==> config.mk <==
export PLATFORM = sky130hd
export DESIGN_NAME = ipc_mailbox
export DESIGN_NICKNAME = d
export VERILOG_FILES = /design/src/rtl/ipc_mailbox_pkg.sv /design/src/rtl/mbx_channel.sv /design/src/rtl/mbx_side.sv /design/src/rtl/ipc_mailbox.sv
export SDC_FILE = /design/constraint.sdc
export NUM_CORES = 1
export LEC_CHECK = 0
export BUFFER_PORTS_ARGS = -buffer_cell sky130_fd_sc_hd__buf_2
export CAP_MARGIN = 40
export CORE_MARGIN = 2
export CORE_UTILIZATION = 55
export DETAILED_ROUTE_END_ITERATION = 8
export GPL_ROUTABILITY_DRIVEN = 0
export GPL_TIMING_DRIVEN = 0
export PLACE_DENSITY_LB_ADDON = 0.1
export SYNTH_ARGS = -nofsm -noshare
export SYNTH_HDL_FRONTEND = slang
export SYNTH_HIERARCHICAL = 1
export SYNTH_SLANG_ARGS = --single-unit
==> constraint.sdc <==
create_clock -name clk -period 13.2 [get_ports clk]
set_input_delay 1.32 -clock clk [delete_from_list [all_inputs] [get_ports clk]]
set_output_delay 1.32 -clock clk [all_outputs]
set_load 0.02 [all_outputs]
==> src/rtl/ipc_mailbox_pkg.sv <==
package ipc_mailbox_pkg;

  typedef enum logic [1:0] {
    SEL_MSG  = 2'd0,
    SEL_STAT = 2'd1,
    SEL_CTRL = 2'd2,
    SEL_NONE = 2'd3
  } reg_sel_e;

  function automatic int unsigned stat_width(input int unsigned nch);
    return 3 * nch + 1;
  endfunction

  function automatic int unsigned ctrl_width(input int unsigned nch);
    return 3 * nch;
  endfunction

endpackage

==> src/rtl/mbx_channel.sv <==
module mbx_channel #(
  parameter int DATA_W = 32
) (
  input  logic              clk,
  input  logic              rst,
  input  logic              wr_en,
  input  logic [DATA_W-1:0] wdata,
  input  logic              rd_en,
  output logic [DATA_W-1:0] data_o,
  output logic              full_o
);
  logic [DATA_W-1:0] word_q;
  logic              full_q;

  always_ff @(posedge clk) begin
    if (wr_en) word_q <= wdata;
  end

  always_ff @(posedge clk) begin
    if (rst)        full_q <= 1'b0;
    else if (wr_en) full_q <= 1'b1;
    else if (rd_en) full_q <= 1'b0;
  end

  assign data_o = word_q;
  assign full_o = full_q;
endmodule

==> src/rtl/mbx_side.sv <==
module mbx_side
  import ipc_mailbox_pkg::*;
#(
  parameter int NUM_CH = 4,
  parameter int DATA_W = 32,
  parameter int ADDR_W = 3,
  localparam int STAT_W = stat_width(NUM_CH),
  localparam int CTRL_W = ctrl_width(NUM_CH)
) (
  input  logic                     clk,
  input  logic                     rst,
  input  logic                     wr_en,
  input  logic                     rd_en,
  input  logic [ADDR_W-1:0]        addr,
  input  logic [DATA_W-1:0]        wdata,
  output logic [DATA_W-1:0]        rdata,
  output logic                     irq,
  output logic [NUM_CH-1:0]        tx_wr,
  output logic [NUM_CH-1:0]        rx_rd,
  input  logic [NUM_CH-1:0]        tx_full_in,
  input  logic [NUM_CH-1:0]        rx_full_in,
  input  logic [NUM_CH*DATA_W-1:0] rx_data_in,
  output logic [CTRL_W-1:0]        ctrl_o
);
  reg_sel_e          sel;
  logic [CTRL_W-1:0] ctrl_q;
  logic [STAT_W-1:0] stat;
  logic [DATA_W-1:0] rdata_q, rd_mux, msg_mux;
  logic              irq_q;

  always_comb begin
    if (addr < ADDR_W'(NUM_CH))             sel = SEL_MSG;
    else if (addr == ADDR_W'(NUM_CH))       sel = SEL_STAT;
    else if (addr == ADDR_W'(NUM_CH + 1))   sel = SEL_CTRL;
    else                                    sel = SEL_NONE;
  end

  for (genvar n = 0; n < NUM_CH; n++) begin : g_ch
    assign tx_wr[n] = wr_en && (sel == SEL_MSG) && (addr == ADDR_W'(n));
    assign rx_rd[n] = rd_en && (sel == SEL_MSG) && (addr == ADDR_W'(n));
    assign stat[NUM_CH-1-n]          = ~tx_full_in[n];
    assign stat[2*NUM_CH-1-n]        = rx_full_in[n];
    assign stat[3*NUM_CH-1-n]        = 1'b0;
  end
  assign stat[3*NUM_CH] = |rx_full_in;

  always_comb begin
    msg_mux = '0;
    for (int n = 0; n < NUM_CH; n++) begin
      if (addr == ADDR_W'(n)) msg_mux = rx_data_in[n*DATA_W +: DATA_W];
    end
  end

  always_comb begin
    unique case (sel)
      SEL_MSG:  rd_mux = msg_mux;
      SEL_STAT: rd_mux = DATA_W'(stat);
      SEL_CTRL: rd_mux = DATA_W'(ctrl_q);
      default:  rd_mux = '0;
    endcase
  end

  always_ff @(posedge clk) begin
    if (rst) begin
      ctrl_q  <= '0;
      rdata_q <= '0;
      irq_q   <= 1'b0;
    end else begin
      if (wr_en && sel == SEL_CTRL) ctrl_q <= wdata[CTRL_W-1:0];
      if (rd_en) rdata_q <= rd_mux;
      irq_q <= |(stat[CTRL_W-1:0] & ctrl_q);
    end
  end

  assign rdata  = rdata_q;
  assign irq    = irq_q;
  assign ctrl_o = ctrl_q;
endmodule

==> src/rtl/ipc_mailbox.sv <==
module ipc_mailbox
  import ipc_mailbox_pkg::*;
#(
  parameter int NUM_CH = 4,
  parameter int DATA_W = 32,
  localparam int ADDR_W = $clog2(NUM_CH + 2),
  localparam int CTRL_W = ctrl_width(NUM_CH)
) (
  input  logic              clk,
  input  logic              rst,
  input  logic              a_wr_en,
  input  logic              a_rd_en,
  input  logic [ADDR_W-1:0] a_addr,
  input  logic [DATA_W-1:0] a_wdata,
  output logic [DATA_W-1:0] a_rdata,
  output logic              a_irq,
  input  logic              b_wr_en,
  input  logic              b_rd_en,
  input  logic [ADDR_W-1:0] b_addr,
  input  logic [DATA_W-1:0] b_wdata,
  output logic [DATA_W-1:0] b_rdata,
  output logic              b_irq
);
  logic [NUM_CH-1:0]        a_tx_wr, a_rx_rd, b_tx_wr, b_rx_rd;
  logic [NUM_CH-1:0]        full_ab, full_ba;
  logic [NUM_CH*DATA_W-1:0] data_ab, data_ba;
  logic [CTRL_W-1:0]        a_ctrl, b_ctrl;

  for (genvar n = 0; n < NUM_CH; n++) begin : g_lane
    mbx_channel #(.DATA_W(DATA_W)) u_ab (
      .clk(clk), .rst(rst), .wr_en(a_tx_wr[n]), .wdata(a_wdata),
      .rd_en(b_rx_rd[n]), .data_o(data_ab[n*DATA_W +: DATA_W]), .full_o(full_ab[n]));
    mbx_channel #(.DATA_W(DATA_W)) u_ba (
      .clk(clk), .rst(rst), .wr_en(b_tx_wr[n]), .wdata(b_wdata),
      .rd_en(a_rx_rd[n]), .data_o(data_ba[n*DATA_W +: DATA_W]), .full_o(full_ba[n]));
  end

  mbx_side #(.NUM_CH(NUM_CH), .DATA_W(DATA_W), .ADDR_W(ADDR_W)) u_side_a (
    .clk(clk), .rst(rst), .wr_en(a_wr_en), .rd_en(a_rd_en), .addr(a_addr),
    .wdata(a_wdata), .rdata(a_rdata), .irq(a_irq), .tx_wr(a_tx_wr), .rx_rd(a_rx_rd),
    .tx_full_in(full_ab), .rx_full_in(full_ba), .rx_data_in(data_ba), .ctrl_o(a_ctrl));

  mbx_side #(.NUM_CH(NUM_CH), .DATA_W(DATA_W), .ADDR_W(ADDR_W)) u_side_b (
    .clk(clk), .rst(rst), .wr_en(b_wr_en), .rd_en(b_rd_en), .addr(b_addr),
    .wdata(b_wdata), .rdata(b_rdata), .irq(b_irq), .tx_wr(b_tx_wr), .rx_rd(b_rx_rd),
    .tx_full_in(full_ba), .rx_full_in(full_ab), .rx_data_in(data_ab), .ctrl_o(b_ctrl));
endmodule

==> impl_metrics.ini <==
[clock_tree]
ctsResizeCount = 0
cts_max_level = 2
postCtsHoldBufs = 0
cts_buffers = 37
cts.sinks = 354
cts_tree = done
clk_pin_slew_ns = 0.06
cts_setup_buffers = 0
root_buffer = clkbuf_16
clk_latency_ns = 0.51
cts_buffer_depth = 3

[cells_and_area]
post-route-util = 0.663
final_nets = 1277
design_area_um2 = 16100
drive_gt1_frac = 0.243
layout_common_cells = 256 x edfxtp_1, 173 x buf_2, 98 x dfxtp_1
layout.cells.non_filler = 1553
num-fill-cells = 1792
final_common_cell = edfxtp_1
area_growth_pct = 18.7

[setup_path]
critPathTopFamily = buffers and inverters
r2r_slack_ns = 11.92
crit_path_cell_trace = buf_2 -> buf_2 -> clkbuf_1 -> nor4b_2 -> buf_4 -> buf_4 -> buf_4
cp_common_cell = buf_4
r2r.worst_path.cells = 3
r2r-end = u_side_a/rdata[12]
cp_data_arrival_time_ns = 3.63
cp_max_fo = 10
startpoint_type = primary input
r2r-start = g_lane[0].u_ba/full_o
critPathKind = in -> reg
critPathBufInv = 6
crit_slowest_cell = nor4b_2
worstPathRequired_ns = 13.41
endpoint_kind = register
cp_slowest_stage_delay_ns = 0.71

[timing]
slew_headroom = 0.516
finalCritPeriodShare = 0.259
slew_viol_final = 0
clock.fmax_mhz = 293
tns_ns = 0
clock_skew_ns = 0.0129
finalSetupViolCount = 0
grt_setup_unrepaired = no
tightest_slew_ns = 0.725
min_period_ns = 3.42
hold_viol = 0

[global_routing]
grtUsageTotal = 0.254
busiest_layer = met2
grt_overflow = 0
grt_pass1_vias = 8789
use_met3 = 0.0514
grt_max_degree = 27
met1_usage = 0.355
grt_pass1_wl_um = 50100
met2_usage = 0.403
antenna_found_initial = 2

[logic_synthesis]
synthesis.area_um2 = 13500
ys_warn_count = 6
netlist_instances = 1008
seq_area_frac_synth = 0.712
synth_seq_cells = 354
syn_nets = 1084
synth_area_per_cell_um2 = 13.4
synth_cell_types = 43

[placement]
placed_cell_area_um2 = 14900
dp.final_hpwl_um = 21900
post-place-cells = 1486
portBuffers = 137

[die]
num_io_pins = 142
die_y_um = 161
dieArea_um2 = 25900
core-area_um2 = 24200
die_x_um = 161
initial_core_util = 0.559
fp-row-count = 57

[drt]
vias_per_cell = 5.81
vias = 9023
drtAntennaViolNets = 0
firstDrtPassIters = 7
wirelength_um = 32700
first_iter_violations = 831
wire_per_inst_um = 21.1
drc = 0

[power]
clkPwrFrac = 0.413
cellPowerDensity_nw_per_um2 = 151
power_switching_mw = 0.529
cellInternalPower_mw = 1.90
pwr-share-seq = 0.514
irDropWorstVdd_v = 0.000101
switching_share = 0.218
comb_power_share = 0.072
p_leak_nw = 5.94

[status]
status = complete, no violations

[worst_hold_path]
worstHoldStart = u_side_b/rdata[16]
hp-class = reg -> reg
hold_end = u_side_b/rdata[16]
hold_path_depth = 2

[run]
drv_cap = 0
[worst max-delay path by stage]
stage | startpoint | to | slack [ns] | cells after the start
floorplan | a_addr[1] | g_lane[1].u_ab/data_o[0] | 7.40 | 4
global placement | b_addr[0] | g_lane[1].u_ba/full_o | 4.29 | 6
detailed placement | b_addr[0] | g_lane[1].u_ba/data_o[28] | 9.32 | 7
CTS | b_addr[0] | g_lane[1].u_ba/data_o[28] | 9.84 | 7
global route | b_addr[0] | g_lane[1].u_ba/data_o[17] | 9.69 | 7
finish | b_addr[0] | g_lane[1].u_ba/data_o[23] | 9.78 | 7
[cells by family after synthesis]
kind of cell,synth area share
AOI/OAI and AO/OA,0.132
buffers and inverters,0.0356
DFF,0.712
muxes,0.0401
and+or+nand+nor,0.0800
[cell usage after synthesis (all sizes together)]
cell	n	area [um^2]
o21ai	86	430
a31o	2	17.5
mux2	18	203
a31oi	2	12.5
buf	50	318
nor2	46	178
mux2i	34	340
a21o	38	285
or4	2	15.0
a211o	8	70.1
a21oi	50	280
o22ai	46	288
a221oi	10	87.6
a32oi	8	70.1
dfxtp	98	1960
edfxtp	256	7690
and3	2	12.5
nor3	52	283
nand2b	10	62.6
inv	22	82.6
nand4b	2	17.5
clkbuf	22	82.6
nand2	94	353
nand3b	8	60.1
nand3	2	10.0
o31a	8	70.1
a22oi	4	30.0
and4	2	17.5
a211oi	8	60.1
a311oi	10	87.6
nor4b	4	47.6
and2b	2	15.0
nor4	2	12.5
[routing by layer]
layer / wire length, um / up-vias
li1: - / 4201
met3: 2280 / 70
met1: 14100 / 4418
met5: 0 / -
met4: 820 / 0
met2: 15500 / 334
[power by group through the flow]
stage | Sequential [mW] | Clock [mW] | Combinational (mW)
after floorplan | 1.28 | 0 | 0.0867
after global placement | 1.27 | 0 | 0.166
after detailed placement | 1.27 | 0 | 0.173
after CTS | 1.25 | 1.02 | 0.174
after global routing | 1.25 | 1.06 | 0.189
final | 1.25 | 1.00 | 0.175
[flip-flops by register name, summed over array words and instances (netlist names)]
name	count
g_lane.u_ab/data_o	128
g_lane.u_ba/data_o	128
u_side_a/rdata	32
u_side_b/rdata	32
u_side_a/ctrl_o	12
u_side_b/ctrl_o	12
g_lane.u_ab/full_o	4
g_lane.u_ba/full_o	4
u_side_a/irq	1
u_side_b/irq	1
[stage by stage]
step | total power [mW] | setup WS (ns) | hold WS, ns
2_1_floorplan | 1.37 | 7.40 | 0.436
3_3_place_gp | 1.44 | 4.29 | 0.431
3_5_place_dp | 1.44 | 9.32 | 0.437
4_1_cts | 2.44 | 9.84 | 0.444
5_1_grt | 2.50 | 9.69 | 0.455
6_report | 2.43 | 9.78 | 0.440
[area by class of cell]
type / count / area [um^2] / share of cell area
multi-input cells: 560 / 3450 / 0.214
well taps: 324 / 405 / 0.0252
flip-flops and latches: 354 / 9650 / 0.600
clock inverters: 15 / 145 / 0.00902
plain buffers: 72 / 400 / 0.0249
inverters: 22 / 82.6 / 0.00513
clock buffers: 50 / 1030 / 0.0638
diodes: 2 / 5.00 / 0.000311
repair buffers: 154 / 922 / 0.0573
[worst min-delay path: cells and delay by family, from the launching register on]
| family | cells | cell delay (ns) |
|---|---|---|
| AND/OR/NAND/NOR | 1 | 0.05 |
| flip-flops | 1 | 0.30 |
| AO/OA/AOI/OAI | 1 | 0.05 |
No activity file was read; power rests on OpenSTA's default activity.
